$ cat src/rtl/fsa_pkg.sv
package fsa_pkg;

    localparam int NUM_CH    = 5;
    localparam int NUM_SLOTS = 8;
    localparam int BG_CH     = 0;

    typedef enum logic [1:0] {
        OP_ALLOC   = 2'd0,
        OP_RELEASE = 2'd1,
        OP_EOT     = 2'd2,
        OP_BAD     = 2'd3
    } op_e;

    typedef enum logic [2:0] {
        S_IDLE,
        S_FLUSH,
        S_REPACK,
        S_PLACE,
        S_DIVIDE,
        S_REPLY
    } state_e;

    // channel byte lives in cfg_dp unless it is channel 3
    function automatic logic ch_in_dp(input int ch);
        return ch != 3;
    endfunction

    function automatic int ch_offset(input int ch);
        case (ch)
            1:       return 16;
            2:       return 8;
            4:       return 24;
            default: return 0;
        endcase
    endfunction

    function automatic int ch_line_limit(input int ch);
        case (ch)
            0:       return 3;
            2, 3:    return 2;
            default: return 1;
        endcase
    endfunction

    function automatic logic [1:0] burst_code(input logic [7:0] len);
        case (len)
            8'd16:   return 2'd3;
            8'd32:   return 2'd2;
            8'd64:   return 2'd1;
            default: return 2'd0;
        endcase
    endfunction

endpackage

$ cat src/rtl/fsa_first_fit.sv
module fsa_first_fit #(
    parameter int NSLOT = 8,
    parameter int CNT_W = 5,
    parameter int SEG_W = 3
) (
    input  logic [NSLOT-1:0] used,
    input  logic [CNT_W-1:0] need,
    output logic             found,
    output logic [SEG_W-1:0] seg
);
    localparam int WIDE = 4 * NSLOT;

    logic [WIDE-1:0] span;

    // scan downward so the lowest fitting start slot is the last one kept
    always_comb begin
        found = 1'b0;
        seg   = '0;
        span  = '0;
        for (int s = NSLOT - 1; s >= 0; s--) begin
            span = ((WIDE'(1) << need) - WIDE'(1)) << s;
            if (need != '0 && (s + int'(need)) <= NSLOT &&
                (span[NSLOT-1:0] & used) == '0) begin
                found = 1'b1;
                seg   = SEG_W'(s);
            end
        end
    end
endmodule

$ cat src/rtl/fsa_restoring_div.sv
module fsa_restoring_div #(
    parameter int NUM_W = 12,
    parameter int DEN_W = 12
) (
    input  logic             clk,
    input  logic             rst_n,
    input  logic             start,
    input  logic [NUM_W-1:0] num,
    input  logic [DEN_W-1:0] den,
    output logic             done,
    output logic [NUM_W-1:0] quo
);
    localparam int CW = $clog2(NUM_W + 1);

    logic             run_q;
    logic             done_q;
    logic [CW-1:0]    cnt_q;
    logic [DEN_W:0]   rem_q;
    logic [NUM_W-1:0] q_q;
    logic [DEN_W-1:0] den_q;
    logic [DEN_W:0]   shifted;
    logic             fits;

    always_comb begin
        shifted = {rem_q[DEN_W-1:0], q_q[NUM_W-1]};
        fits    = shifted >= {1'b0, den_q};
    end

    always_ff @(posedge clk or negedge rst_n) begin
        if (!rst_n) begin
            run_q  <= 1'b0;
            done_q <= 1'b0;
            cnt_q  <= '0;
            rem_q  <= '0;
            q_q    <= '0;
            den_q  <= '0;
        end else if (start) begin
            run_q  <= 1'b1;
            done_q <= 1'b0;
            cnt_q  <= CW'(NUM_W);
            rem_q  <= '0;
            q_q    <= num;
            den_q  <= den;
        end else if (run_q) begin
            rem_q <= fits ? shifted - {1'b0, den_q} : shifted;
            q_q   <= {q_q[NUM_W-2:0], fits};
            cnt_q <= cnt_q - CW'(1);
            if (cnt_q == CW'(1)) begin
                run_q  <= 1'b0;
                done_q <= 1'b1;
            end
        end else begin
            done_q <= 1'b0;
        end
    end

    assign done = done_q;
    assign quo  = q_q;

    // a finished division leaves a remainder below the divisor
    assert_remainder_R9: assert property (@(posedge clk) disable iff (!rst_n)
        done_q |-> (rem_q < {1'b0, den_q}));
endmodule

$ cat src/rtl/fifo_slot_alloc.sv
module fifo_slot_alloc
    import fsa_pkg::*;
#(
    parameter int RATE_W     = 32,
    parameter int LINE_W     = 12,
    parameter int SLOT_BYTES = 256
) (
    input  logic              clk,
    input  logic              rst_n,
    input  logic              req_valid,
    input  logic [1:0]        req_op,
    input  logic [2:0]        req_ch,
    input  logic [RATE_W-1:0] req_rate,
    input  logic [7:0]        req_burst,
    input  logic [LINE_W-1:0] req_width,
    input  logic [RATE_W-1:0] slot_rate,
    output logic              busy,
    output logic              resp_valid,
    output logic              resp_err,
    output logic [31:0]       cfg_wr,
    output logic [31:0]       cfg_dp,
    output logic [4:0]        eot_flags
);
    localparam int CNT_W = $clog2(2 * NUM_SLOTS + 1);
    localparam int SEG_W = $clog2(NUM_SLOTS);
    localparam int CH_W  = 3;
    localparam int LOG_S = $clog2(NUM_SLOTS);
    localparam int NUM_W = $clog2(NUM_SLOTS * SLOT_BYTES + 1);
    localparam int CMP_W = RATE_W + LOG_S + 1;

    state_e state_q, state_d;

    logic [CNT_W-1:0]  cnt_q [NUM_CH];
    logic [SEG_W-1:0]  seg_q [NUM_CH];
    logic [1:0]        bc_q  [NUM_CH];
    logic [31:0]       cfg_wr_q, cfg_dp_q;
    logic [NUM_CH-1:0] eot_q;
    op_e               op_q;
    logic [CH_W-1:0]   ch_q, idx_q;
    logic [RATE_W-1:0] rate_q;
    logic [1:0]        bc_req_q;
    logic              err_q;

    logic              req_bad, req_hold, div_start, div_done;
    logic [NUM_W-1:0]  div_quo;
    logic [NUM_SLOTS-1:0] used;
    logic [CNT_W-1:0]  need_cnt, try_cnt, fa_need, sel_cnt;
    logic              too_big, fa_found, fb_found, place_ok;
    logic [SEG_W-1:0]  fa_seg, fb_seg, sel_seg;
    logic              wr_en;
    logic [CH_W-1:0]   wr_ch;
    logic [7:0]        wr_byte;
    logic [CNT_W+2:0]  held_total;

    function automatic logic [1:0] size_code(input logic [CNT_W-1:0] c);
        case (c)
            CNT_W'(1): return 2'd3;
            CNT_W'(2): return 2'd2;
            CNT_W'(4): return 2'd1;
            default:   return 2'd0;
        endcase
    endfunction

    function automatic logic [7:0] mk_byte(input logic [1:0] bc,
                                           input logic [CNT_W-1:0] c,
                                           input logic [SEG_W-1:0] s);
        return {bc, 1'b0, size_code(c), s};
    endfunction

    function automatic logic [NUM_SLOTS-1:0] run_mask(input logic [CNT_W-1:0] c,
                                                      input logic [SEG_W-1:0] s);
        logic [4*NUM_SLOTS-1:0] w;
        w = ((4*NUM_SLOTS)'(1) << c) - (4*NUM_SLOTS)'(1);
        w = w << s;
        return w[NUM_SLOTS-1:0];
    endfunction

    // request decode
    always_comb begin
        req_bad  = (int'(req_ch) >= NUM_CH) || (op_e'(req_op) == OP_BAD) ||
                   (op_e'(req_op) == OP_EOT && req_width == '0);
        req_hold = (int'(req_ch) < NUM_CH) && (cnt_q[req_ch] != '0);
        div_start = (state_q == S_IDLE) && req_valid && !req_bad &&
                    (op_e'(req_op) == OP_EOT);
    end

    // occupancy: during REPACK only channels already re-placed count
    always_comb begin
        used       = '0;
        held_total = '0;
        for (int i = 0; i < NUM_CH; i++) begin
            held_total = held_total + (CNT_W+3)'(cnt_q[i]);
            if (cnt_q[i] != '0 && (state_q != S_REPACK || i < int'(idx_q)))
                used = used | run_mask(cnt_q[i], seg_q[i]);
        end
    end

    // rate to power-of-two slot count
    always_comb begin
        need_cnt = '0;
        too_big  = 1'b1;
        for (int k = LOG_S; k >= 0; k--) begin
            if (CMP_W'(rate_q) <= (CMP_W'(slot_rate) << k)) begin
                need_cnt = CNT_W'(1) << k;
                too_big  = 1'b0;
            end
        end
        if (int'(ch_q) == BG_CH) try_cnt = need_cnt << 1;
        else if (need_cnt < CNT_W'(2)) try_cnt = CNT_W'(2);
        else try_cnt = need_cnt;
        fa_need = (state_q == S_REPACK) ? cnt_q[idx_q] : try_cnt;
    end

    fsa_first_fit #(.NSLOT(NUM_SLOTS), .CNT_W(CNT_W), .SEG_W(SEG_W)) u_fit_a (
        .used(used), .need(fa_need), .found(fa_found), .seg(fa_seg));

    fsa_first_fit #(.NSLOT(NUM_SLOTS), .CNT_W(CNT_W), .SEG_W(SEG_W)) u_fit_b (
        .used(used), .need(need_cnt), .found(fb_found), .seg(fb_seg));

    fsa_restoring_div #(.NUM_W(NUM_W), .DEN_W(LINE_W)) u_div (
        .clk(clk), .rst_n(rst_n), .start(div_start),
        .num(NUM_W'(32'(cnt_q[req_ch]) * SLOT_BYTES)),
        .den(req_width), .done(div_done), .quo(div_quo));

    // placement choice and the single register-image write port
    always_comb begin
        place_ok = 1'b0;
        sel_cnt  = try_cnt;
        sel_seg  = fa_seg;
        if (!too_big) begin
            if (fa_found) begin
                place_ok = 1'b1;
            end else if (int'(ch_q) == BG_CH && fb_found) begin
                place_ok = 1'b1;
                sel_cnt  = need_cnt;
                sel_seg  = fb_seg;
            end
        end
        wr_en   = 1'b0;
        wr_ch   = idx_q;
        wr_byte = mk_byte(bc_q[idx_q], cnt_q[idx_q], fa_seg);
        if (state_q == S_REPACK && cnt_q[idx_q] != '0 && fa_found)
            wr_en = 1'b1;
        if (state_q == S_PLACE && place_ok) begin
            wr_en   = 1'b1;
            wr_ch   = ch_q;
            wr_byte = mk_byte(bc_req_q, sel_cnt, sel_seg);
        end
    end

    // next state
    always_comb begin
        state_d = state_q;
        unique case (state_q)
            S_IDLE: if (req_valid) begin
                if (req_bad) state_d = S_REPLY;
                else if (op_e'(req_op) == OP_EOT) state_d = S_DIVIDE;
                else if (req_hold) state_d = S_FLUSH;
                else if (op_e'(req_op) == OP_ALLOC) state_d = S_PLACE;
                else state_d = S_REPLY;
            end
            S_FLUSH:  state_d = S_REPACK;
            S_REPACK: if (int'(idx_q) == NUM_CH - 1)
                          state_d = (op_q == OP_ALLOC) ? S_PLACE : S_REPLY;
            S_PLACE:  state_d = S_REPLY;
            S_DIVIDE: if (div_done) state_d = S_REPLY;
            S_REPLY:  state_d = S_IDLE;
            default:  state_d = S_IDLE;
        endcase
    end

    // state register
    always_ff @(posedge clk or negedge rst_n) begin
        if (!rst_n) state_q <= S_IDLE;
        else        state_q <= state_d;
    end

    // datapath
    always_ff @(posedge clk or negedge rst_n) begin
        if (!rst_n) begin
            for (int i = 0; i < NUM_CH; i++) begin
                cnt_q[i] <= '0;
                seg_q[i] <= '0;
                bc_q[i]  <= '0;
            end
            cfg_wr_q <= '0;
            cfg_dp_q <= '0;
            eot_q    <= '0;
            op_q     <= OP_ALLOC;
            ch_q     <= '0;
            idx_q    <= '0;
            rate_q   <= '0;
            bc_req_q <= '0;
            err_q    <= 1'b0;
        end else begin
            if (wr_en) begin
                if (ch_in_dp(int'(wr_ch))) cfg_dp_q[ch_offset(int'(wr_ch)) +: 8] <= wr_byte;
                else                       cfg_wr_q[ch_offset(int'(wr_ch)) +: 8] <= wr_byte;
            end
            unique case (state_q)
                S_IDLE: if (req_valid) begin
                    op_q     <= op_e'(req_op);
                    ch_q     <= req_ch;
                    rate_q   <= req_rate;
                    bc_req_q <= burst_code(req_burst);
                    err_q    <= req_bad;
                end
                S_FLUSH: begin
                    cnt_q[ch_q] <= '0;
                    seg_q[ch_q] <= '0;
                    idx_q       <= '0;
                end
                S_REPACK: begin
                    if (cnt_q[idx_q] != '0) begin
                        if (fa_found) seg_q[idx_q] <= fa_seg;
                        else          cnt_q[idx_q] <= '0;
                    end
                    idx_q <= idx_q + CH_W'(1);
                end
                S_PLACE: begin
                    if (place_ok) begin
                        cnt_q[ch_q] <= sel_cnt;
                        seg_q[ch_q] <= sel_seg;
                        bc_q[ch_q]  <= bc_req_q;
                    end else begin
                        err_q <= 1'b1;
                    end
                end
                S_DIVIDE: if (div_done)
                    eot_q[ch_q] <= (int'(div_quo) > ch_line_limit(int'(ch_q)));
                default: ;
            endcase
        end
    end

    // outputs
    always_comb begin
        busy       = (state_q != S_IDLE);
        resp_valid = (state_q == S_REPLY);
        resp_err   = (state_q == S_REPLY) && err_q;
        cfg_wr     = cfg_wr_q;
        cfg_dp     = cfg_dp_q;
        eot_flags  = eot_q;
    end

    // held runs are disjoint whenever the machine is at rest
    assert_disjoint_R3: assert property (@(posedge clk) disable iff (!rst_n)
        (state_q == S_IDLE) |-> ($countones(used) == int'(held_total)));

    // busy only rises on a presented request
    assert_accept_R7: assert property (@(posedge clk) disable iff (!rst_n)
        $rose(busy) |-> $past(req_valid));

    // the response is a single pulse and frees the handshake
    assert_pulse_R7: assert property (@(posedge clk) disable iff (!rst_n)
        resp_valid |=> (!resp_valid && !busy));

    // nothing visible changes on the accepting edge
    assert_quiet_R10: assert property (@(posedge clk) disable iff (!rst_n)
        (state_q == S_IDLE) |=> ($stable(cfg_wr) && $stable(cfg_dp) && $stable(eot_flags)));

    for (genvar g = 0; g < NUM_CH; g++) begin : g_cnt_chk
        // every held count is a power of two within the pool
        assert_pow2_R2: assert property (@(posedge clk) disable iff (!rst_n)
            (state_q == S_IDLE) |->
            ($countones(cnt_q[g]) <= 1 && cnt_q[g] <= CNT_W'(NUM_SLOTS)));
    end
endmodule

$ cat config.mk
export PLATFORM = sky130hd
export DESIGN_NAME = fifo_slot_alloc
export DESIGN_NICKNAME = d
export VERILOG_FILES = /design/src/rtl/fsa_pkg.sv /design/src/rtl/fsa_first_fit.sv /design/src/rtl/fsa_restoring_div.sv /design/src/rtl/fifo_slot_alloc.sv
export SDC_FILE = /design/constraint.sdc
export NUM_CORES = 1
export LEC_CHECK = 0
export BUFFER_PORTS_ARGS = -buffer_cell sky130_fd_sc_hd__buf_2
export CAP_MARGIN = 20
export CORE_MARGIN = 4
export CORE_UTILIZATION = 53
export CTS_CLUSTER_SIZE = 10
export DETAILED_ROUTE_END_ITERATION = 10
export PLACE_DENSITY_LB_ADDON = 0.25
export SLEW_MARGIN = 20
export SYNTH_ARGS = -nofsm -noshare
export SYNTH_HDL_FRONTEND = slang
export SYNTH_SLANG_ARGS = --single-unit
$ cat constraint.sdc
create_clock -name clk -period 7.44 [get_ports clk]
set_clock_uncertainty 0.15 [all_clocks]
set_input_delay 1.488 -clock clk [delete_from_list [all_inputs] [get_ports clk]]
set_output_delay 1.488 -clock clk [all_outputs]
set_load 0.01 [all_outputs]
**Word level (Yosys, flattened, before mapping)**

Cells that the tools add are included.

- Bits of input ports: 92
- Register bits: 207
- Logic and storage cells: 412
- Output and inout bits: 72

- Bitwise gates (word level): 30
- Equal/unequal tests: 34
- Order comparisons: 37
- Shift-type cells: 16
- Reductions and logical operators: 104
- Mux-type cells: 134
- Add/subtract/negate cells: 26

Operators with widths:

| kind | number |
|---|---|
| 32-bit by 5-bit <= comparator with 1-bit output, second input constant | 14 |
| 32-bit two-way mux | 6 |
| 1-bit by 5-bit << shifter with 32-bit output, first input constant | 5 |
| 32-bit by 3-bit << shifter with 8-bit output | 5 |
| 32-bit by 2-bit subtractor with 32-bit output, second input constant | 5 |
| 8-bit bitwise AND | 16 |
| 8-bit zero test | 16 |
| 3-bit two-way mux | 30 |
| 25-bit two-way mux | 3 |
| 5-bit two-way mux | 15 |
| 25-bit one-hot mux with 3 select lines | 1 |
| 32-bit negator with 33-bit output | 2 |
| 8-bit by 33-bit variable shift with 32-bit output, first input constant | 2 |
| 8-bit by 33-bit indexed part select with 32-bit output | 2 |
| 32-bit bitwise mux | 2 |
| 12-bit two-way mux | 5 |
| 25-bit bitwise AND | 2 |
| 1-bit logical AND | 50 |
| 25-bit inverter | 2 |
| 3-bit by 5-bit adder with 6-bit output, first input constant | 8 |
| 8-bit two-way mux | 6 |
| 15-bit two-way mux | 3 |
| 15-bit one-hot mux with 3 select lines | 1 |
| 5-bit nonzero test | 9 |
| 74 further kinds | 171 |

**Logic depth before layout (Yosys ltp)**

Gate-level depths: netlist (run 1).

- Word-level depth: 36
- Mapped depth: 37
- Mapped depth without buffers: 35

**Hierarchy**

From an unflattened synthesis (run 1), not the netlist that was laid out.

- Cells, all modules: 2118
- Area, all modules: 17375.4 µm²

By module, submodules not included:

| module | area an instance (µm²) | cells each | instances | sequential area each (µm²) |
|---|---|---|---|---|
| fifo_slot_alloc | 12729.7 | 1546 | 1 | 3928.8 |
| fsa_restoring_div | 2488.6 | 268 | 1 | 1051.0 |
| fsa_first_fit | 1078.5 | 152 | 2 | 0.0 |

**Worst setup path after synthesis (run 1)**

Ideal clock, no wire load.

- Kind: input to register
- From: input port slot_rate[19]
- To: register cfg_wr_q[0], in the netlist cfg_wr[0]
- Arrival: 8.324 ns
- Required time: 7.165 ns
- Stages: 34
- Setup time: 0.125 ns
- Setup slack: -1.159 ns
- Cell sequence: inv_1 -> ha_1 -> and3_1 -> a221o_1 -> a221oi_1 -> a21oi_1 -> a21oi_2 -> inv_1 -> nand3_1 -> nor2_1 -> inv_1 -> ha_1 -> nor2_1 -> nand2_1 -> nor3_1 -> a211oi_1 -> clkbuf_1 -> nand2_1 -> or3_1 -> ha_1 -> a211oi_1 -> and4_1 -> o21bai_1 -> nand4b_1 -> a21boi_1 -> o221ai_2 -> o31ai_4 -> buf_6 -> nor3_1 -> a21oi_1 -> ha_1 -> clkbuf_1 -> o211ai_1 -> mux2_2

- Word-level cells in the longest chain between the ends: 33

RTL lines:

| item | RTL line | RTL |
|---|---|---|
| start: declaration | fifo_slot_alloc.sv:16 | `input logic [RATE_W-1:0] slot_rate,` |
| parallel branches: the longest is 33 deep, another holds 32-bit by 35-bit <= comparator with 1-bit output | -- |  |
| end signal: indexed assignment | fifo_slot_alloc.sv:198 | `else cfg_wr_q[ch_offset(int'(wr_ch)) +: 8] <= wr_byte;` |
| end: declaration | fifo_slot_alloc.sv:36 | `logic [31:0] cfg_wr_q, cfg_dp_q;` |

Parallel ways; which one is timed is not known. The select of a mux whose other input is x is not followed.
A chain may end at the register's enable or synchronous reset.

**Final worst setup path (run 1)**

- From: input port slot_rate[11]
- To: register cfg_wr_q[3], in the netlist cfg_wr[3]

The elaborated chain is that of the path after synthesis.

==> flow_summary.json, run 1 <==
{
  "outcome": "finished with violations",
  "violations": "negative setup slack",
  "tns_ns": -0.0160,
  "synthSimpleGateAreaFrac_pct": 21.7,
  "drt_iter0_drc": 1963,
  "grt_max_degree": 172,
  "muxShareOfSynthArea_pct": 6.59,
  "core_um2": 32500,
  "setup_slack_ns": -0.00884,
  "synth_seq_cells": 199,
  "end_kind": "register",
  "hp-start": "cfg_dp[11]$_DFFE_PN0P_",
  "yosysTopAreaCellShare_pct": 28.7,
  "die_h_um": 189,
  "dr.pass1.iters": 8,
  "swShare_pct": 47.4,
  "grt_pass1_vias": 16900,
  "internal_power_w": 0.00402,
  "netlist_instances": 2063,
  "p_clk_share_pct": 12.8,
  "die_area_um2": 35700,
  "route.vias.total": 17900,
  "worst_slew_pin_slew_ns": 1.04,
  "synth.area.top_cells": "dfrtp_1 (29%), ha_1 (12%), mux2_2 (4.2%), nand2_1 (4.1%), a21oi_1 (4.0%)",
  "seq_area_frac_synth_pct": 28.7,
  "nets": 2609,
  "syn-cell-area_um2": 17400,
  "gp_congestion": 0.994,
  "netlist.top_cell.by_area": "dfrtp_1",
  "worstSetupPathType": "in -> reg",
  "crit_buf_inv": 5,
  "antenna_left": 0,
  "drv_cap": 0,
  "worst_setup_path_start_kind": "input port",
  "path_delay_family": "simple AND/OR/NAND/NOR gates",
  "power_density_nw_per_um2": 359,
  "synth_top_family_by_area": "compound AO/OA/AOI/OAI gates",
  "critPathArrivalTime_ns": 7.69,
  "yosys-top-cells-count": "dfrtp_1 (199), nand2_1 (189), ha_1 (161)",
  "rsz0062_at_grt": "true",
  "start_util_pct": 53.5,
  "cpPeakStageDelay_ns": 0.40,
  "pin_count": 164,
  "synth_xor_area_share_pct": 1.10,
  "synthArstFlopShare_pct": 100,
  "p_seq_share_pct": 21.1,
  "drc": 0,
  "clkSinkCount": 199,
  "p_leak_nw": 9.74,
  "vdd_drop_max_mv": 0.249,
  "period_needed_ns": 7.45,
  "fp-row-count": 66,
  "reg2regPathDepth": 30,
  "post-place-ws_ns": -0.588,
  "cts-htree-levels": 4,
  "synth_adder_area_share_pct": 11.7,
  "finalSetupViolations": 2,
  "grt_first_pass_wirelength_mm": 91.6,
  "area_growth_pct": 22.7,
  "insertion_delay_ns": 0.46,
  "grt_usage_pct": 31.5,
  "fmax_mhz": 134,
  "synth_edf_count": 0,
  "grt_util_met1_pct": 44.4,
  "grt-ovfl-total": 0,
  "hold_viol": 0,
  "cts_root_buffer": "clkbuf_16",
  "timing.rr.start": "rate_q[11]$_DFFE_PN0P_",
  "dpl.hpwl_mm": 44.3,
  "grt_util_met2_pct": 50.0,
  "io_buffer_count": 155,
  "yosys.cell_types.count": 112,
  "ctsLongestPathBuffers": 2,
  "wl_per_cell_um": 20.9,
  "wirelength_mm": 58.8,
  "top_usage_layer": "met2",
  "die_w_um": 189,
  "cts_buffers": 17,
  "drv_slew": 0,
  "cp.required_ns": 7.68,
  "crit_fanout": 6,
  "crit_top_cell": "ha_4",
  "hold-path-cell-count": 2,
  "cts_tree": "done",
  "synthFlopType": "dfrtp_1",
  "cp_slowest_cell": "or3_4",
  "antenna_found_initial": 5,
  "period_share_pct": 100,
  "p_comb_share_pct": 66.0,
  "synth_compound_area_share_pct": 24.9,
  "layout-drive-gt1-share_pct": 27.2,
  "max-slew-margin-rel_pct": 30.6,
  "r2r_end": "cfg_wr[3]$_DFFE_PN0P_",
  "power_switching_w": 0.00362,
  "hold_class": "reg -> reg",
  "yosysWarnings": 0,
  "synth.most_common_cell": "dfrtp_1",
  "clk_pin_slew_ns": 0.08,
  "reg2reg_slack_ns": 0.76,
  "syn_area_per_cell_um2": 8.41,
  "use_met3_pct": 4.30,
  "viasPerCell": 6.37,
  "min_delay_worst_endpoint": "cfg_dp[11]$_DFFE_PN0P_"
}
==> layer usage <==
metal	vias to the layer above	share of wire, %
met4	8	3.1
li1	8279	-
met3	143	7.1
met1	8668	43
met2	822	46
met5	-	0.075
==> power groups by stage <==
stage / clock network [W] / registers [W] / logic (W)
finish: 0.000980 / 0.00161 / 0.00504
global route: 0.00103 / 0.00165 / 0.00548
CTS: 0.000986 / 0.00160 / 0.00468
detailed placement: 0 / 0.00162 / 0.00462
global placement: 0 / 0.00161 / 0.00452
floorplan: 0 / 0.00150 / 0.00294
==> per-stage QoR <==
stage	std cells	cell area [um2]	hold slack (ns)	power (W)	utilization, %
2_1_floorplan	2070	17600	0.296	0.00444	-
3_3_place_gp	2763	20100	0.308	0.00613	61.9
3_5_place_dp	2763	20100	0.316	0.00624	61.9
4_1_cts	2796	20700	0.338	0.00727	63.9
5_1_grt	2811	21300	0.360	0.00815	65.6
6_report	2811	21300	0.333	0.00764	65.6
==> timing repair <==
item,CTS,global route
setup endpoints to repair,41,98
pin swaps,3,38
buffers inserted,1,14
hold buffers,0,0
gates cloned,0,0
gates resized for setup,3,109
==> worst reg2reg max path, delay by kind of cell (launching register included) <==
kind | cells | cell delay [ns]
adders and majority gates | 4 | 0.99
AOI/OAI and AO/OA | 10 | 2.02
muxes | 1 | 0.34
DFF | 1 | 0.48
and+or+nand+nor | 12 | 2.24
buffers and inverters | 3 | 0.39
==> kinds of logic after synthesis <==
kind of cell               count (synthesis)
and+or+nand+nor                          735
AOI/OAI and AO/OA                        622
buffers and inverters                    227
DFF                                      199
adders and majority gates                162
muxes                                     96
xor gates and xnor gates                  21
other                                      1
==> worst max path at each step <==
stage	start	to	slack, ns	depth (start not counted)
after detailed placement	slot_rate[1]	cfg_wr[1]$_DFFE_PN0P_	-0.59	30
final	slot_rate[11]	cfg_wr[3]$_DFFE_PN0P_	-0.009	32
after global routing	slot_rate[11]	cfg_wr[4]$_DFFE_PN0P_	-0.26	33
after floorplan	slot_rate[1]	cfg_wr[0]$_DFFE_PN0P_	-0.18	34
after global placement	slot_rate[1]	cfg_wr[4]$_DFFE_PN0P_	-0.44	31
after CTS	slot_rate[14]	cfg_dp[17]$_DFFE_PN0P_	0.006	39
==> flip-flops by register name, indices dropped and copies added, names as in the netlist, 2 cells and up <==
name         count
bc_q            10
bc_req_q         2
cfg_dp          28
cfg_wr          28
ch_q             3
cnt_q           25
eot_flags        5
idx_q            3
op_q             2
rate_q          32
seg_q           15
state_q          3
u_div.cnt_q      4
u_div.den_q     12
u_div.quo       12
u_div.rem_q     12
==> placed cells by master (no fill, tap or decap), drive strengths merged, types with 11 or more instances in the layout <==
cell     instances
a22o            19
or2             16
or3             20
and2            34
o21a            12
nand3           62
a2111oi         11
a221oi          12
nor2           161
nor2b           42
mux2            66
dfrtp          199
and3            16
a21o            29
nand2b          28
buf            382
a211oi          37
mux2i           23
o21bai          11
nor3            51
nor4            27
inv            117
o22ai           18
ha             161
a31oi           27
o21ai          135
nand4           40
o31ai           25
o211ai          20
nand2          190
clkbuf          18
a22oi           11
xnor2           17
a21oi          141
==> cell type report <==
| class | instances | area [um2] |
|---|---|---|
| clock buffers | 17 | 425 |
| repair buffers | 383 | 2580 |
| inverters | 110 | 440 |
| multi-input cells | 1644 | 12100 |
| flip-flops and latches | 199 | 4980 |
| fillers | 2697 | 11200 |
| clock inverters | 15 | 186 |
| diodes | 1 | 2.50 |
| well taps | 442 | 553 |
(Power assumes the default switching activity.)
==> run 2: changes to the inputs <==
--- a/config.mk
+++ b/config.mk
@@ -7,11 +7,14 @@
 export LEC_CHECK = 0
 export BUFFER_PORTS_ARGS = -buffer_cell sky130_fd_sc_hd__buf_2
 export CAP_MARGIN = 20
+export CELL_PAD_IN_SITES_DETAIL_PLACEMENT = 2
+export CELL_PAD_IN_SITES_GLOBAL_PLACEMENT = 2
 export CORE_MARGIN = 4
-export CORE_UTILIZATION = 53
+export CORE_UTILIZATION = 34
 export CTS_CLUSTER_SIZE = 10
 export DETAILED_ROUTE_END_ITERATION = 10
 export PLACE_DENSITY_LB_ADDON = 0.25
+export SETUP_SLACK_MARGIN = 0.02
 export SLEW_MARGIN = 20
 export SYNTH_ARGS = -nofsm -noshare
 export SYNTH_HDL_FRONTEND = slang
==> run 2 against run 1 <==
Compared with the run above:
- the flow still finishes with violations (negative setup slack)
- critical path depth grew 3
- worst setup slack lost 0.43 ns
- maximum frequency shrank 5.5%
- design area grew 8.6%
- routed wire length grew 66%
- die area grew 53%
- hold slack gained 0.014 ns
- core utilization shrank 20 points
- via count grew 12%
- register-to-register slack lost 0.61 ns
- total power grew 19%
- global-route usage shrank 1.8 points
- critical endpoint is now cfg_wr[1]$_DFFE_PN0P_
- largest power group unchanged
- highest routed layer unchanged
==> flow_summary.json, run 2 (same netlist as run 1, synthesis figures left out) <==
{
  "start_util_pct": 34.5,
  "clk_pin_slew_ns": 0.09,
  "p_comb_share_pct": 69.7,
  "grt-ovfl-total": 0,
  "die_w_um": 234,
  "hold_class": "reg -> reg",
  "drc": 0,
  "cts_buffers": 17,
  "fp-row-count": 82,
  "wirelength_mm": 97.6,
  "grt_first_pass_wirelength_mm": 126,
  "p_seq_share_pct": 18.8,
  "route.vias.total": 20000,
  "outcome": "finished with violations",
  "setup_slack_ns": -0.443,
  "p_clk_share_pct": 11.5,
  "swShare_pct": 51.9,
  "internal_power_w": 0.00438,
  "worst_slew_pin_slew_ns": 1.24,
  "grt_usage_pct": 29.7,
  "dpl.hpwl_mm": 58.1,
  "layout_common_cells": "buf_4 (274), dfrtp_1 (199), nand2_1 (172)",
  "cts_tree": "done",
  "clkSinkCount": 199,
  "grt_pass1_vias": 20800,
  "worst_setup_path_start_kind": "input port",
  "drv_cap": 0,
  "cts_root_buffer": "clkbuf_16",
  "core_um2": 50300,
  "regMostFlops": "rate_q",
  "drv_slew": 0,
  "dpl_cell_area_um2": 20600,
  "violations": "negative setup slack",
  "drt_iter0_drc": 1781,
  "vdd_drop_max_mv": 0.269,
  "antenna_left": 0,
  "insertion_delay_ns": 0.50,
  "power_density_nw_per_um2": 393,
  "holdBufCountCts": 0,
  "power_switching_w": 0.00472,
  "finalSetupViolations": 97,
  "area_growth_pct": 33.3,
  "cts-htree-levels": 4,
  "fmax_mhz": 127,
  "die_area_um2": 54700,
  "p_leak_nw": 10.3,
  "cp_slowest_cell": "or3_4",
  "power_w": 0.00909,
  "grt_max_degree": 113,
  "largest_reg_flops": 32,
  "crit_top_cell": "ha_4",
  "ctsLongestPathBuffers": 2,
  "whs_ns": 0.347,
  "end_kind": "register",
  "final_common_cell": "buf_4",
  "wl_per_cell_um": 31.2,
  "period_share_pct": 106,
  "pin_count": 164,
  "worstSetupPathType": "in -> reg",
  "io_buffer_count": 155,
  "gp_congestion": 0.918,
  "rsz0062_at_grt": "true",
  "cpPeakStageDelay_ns": 0.38,
  "hold_viol": 0,
  "nets": 2690,
  "cp.required_ns": 7.73,
  "design_area_um2": 23100,
  "viasPerCell": 6.40,
  "max-slew-margin-rel_pct": 17.3,
  "critPathArrivalTime_ns": 8.18,
  "antenna_found_initial": 3,
  "dr.pass1.iters": 7,
  "die_h_um": 234,
  "period_needed_ns": 7.88,
  "layout-drive-gt1-share_pct": 33.4,
  "crit_fanout": 8
}
## run 2: cell types whose count changed in the layout (fill, tap and decap cells not counted), moves of 10 or more
| cell | change |
|---|---|
| a21oi_1 | -10 |
| buf_4 | +55 |
| buf_6 | +28 |
| ha_1 | -25 |
| ha_4 | +26 |
| inv_1 | -12 |
## run 2: metrics by stage
step,std cells,TNS [ns],setup WS (ns),utilization [%]
final,3124,-20.14,-0.443,46.0
after global routing,3122,-32.51,-0.603,46.0
after CTS,3084,0,0.0128,43.5
after detailed placement,3026,-71.17,-1.05,41.1
after global placement,3026,-54.65,-0.694,41.1
after floorplan,2070,-2.61,-0.182,-
## run 2: repair_timing
action | CTS | global route
resized for setup | 73 | 206
cloned | 0 | 1
hold endpoints to repair | 0 | 0
pin swaps | 44 | 63
setup endpoints to repair | 101 | 106
setup buffers | 26 | 36
## run 2: path summary, 6_finish.rpt
| kind | start | to | cells past startpoint | slack [ns] |
|---|---|---|---|---|
| worst min register to register | cfg_wr[28]$_DFFE_PN0P_ | cfg_wr[28]$_DFFE_PN0P_ | 1 | 0.35 |
| max in group asynchronous | rst_n | cnt_q[22]$_DFFE_PN0P_ | 2 | 5.04 |
| worst min-delay path | cfg_wr[28]$_DFFE_PN0P_ | cfg_wr[28]$_DFFE_PN0P_ | 1 | 0.35 |
| worst max register to register | rate_q[6]$_DFFE_PN0P_ | cfg_wr[1]$_DFFE_PN0P_ | 33 | 0.15 |
| min in group asynchronous | rst_n | rate_q[15]$_DFFE_PN0P_ | 1 | 0.96 |
| worst max-delay path | slot_rate[5] | cfg_wr[1]$_DFFE_PN0P_ | 35 | -0.44 |
## run 2: area by class of cell
class	instances	area (um2)
fillers	5396	27100
repair buffers	464	3360
multi-input cells	1644	12900
clock buffers	17	425
inverters	110	460
flip-flops and latches	199	4980
well taps	672	841
diodes	3	7.51
clock inverters	15	183
## run 2: per-layer routing
metal	wire length [um]	global-route usage [%]
met2	48100	51.0
met1	39200	38.2
met4	5000	11.4
met3	5280	3.74
met5	11	0
## run 2: worst max-delay path: cells and delay by family
kind / cells / cell delay [ns]
AO/OA/AOI/OAI: 11 / 2.53
buffers and inverters: 7 / 0.99
AND/OR/NAND/NOR: 11 / 1.65
adder cells (fa/ha/maj): 4 / 0.97
multiplexers: 2 / 0.50
## run 2: power by group through the flow
stage	Clock, W	Combinational (W)	Sequential (W)
floorplan	0	0.00294	0.00150
global placement	0	0.00472	0.00161
detailed placement	0	0.00499	0.00163
CTS	0.00103	0.00531	0.00164
global route	0.00109	0.00662	0.00172
finish	0.00104	0.00634	0.00171
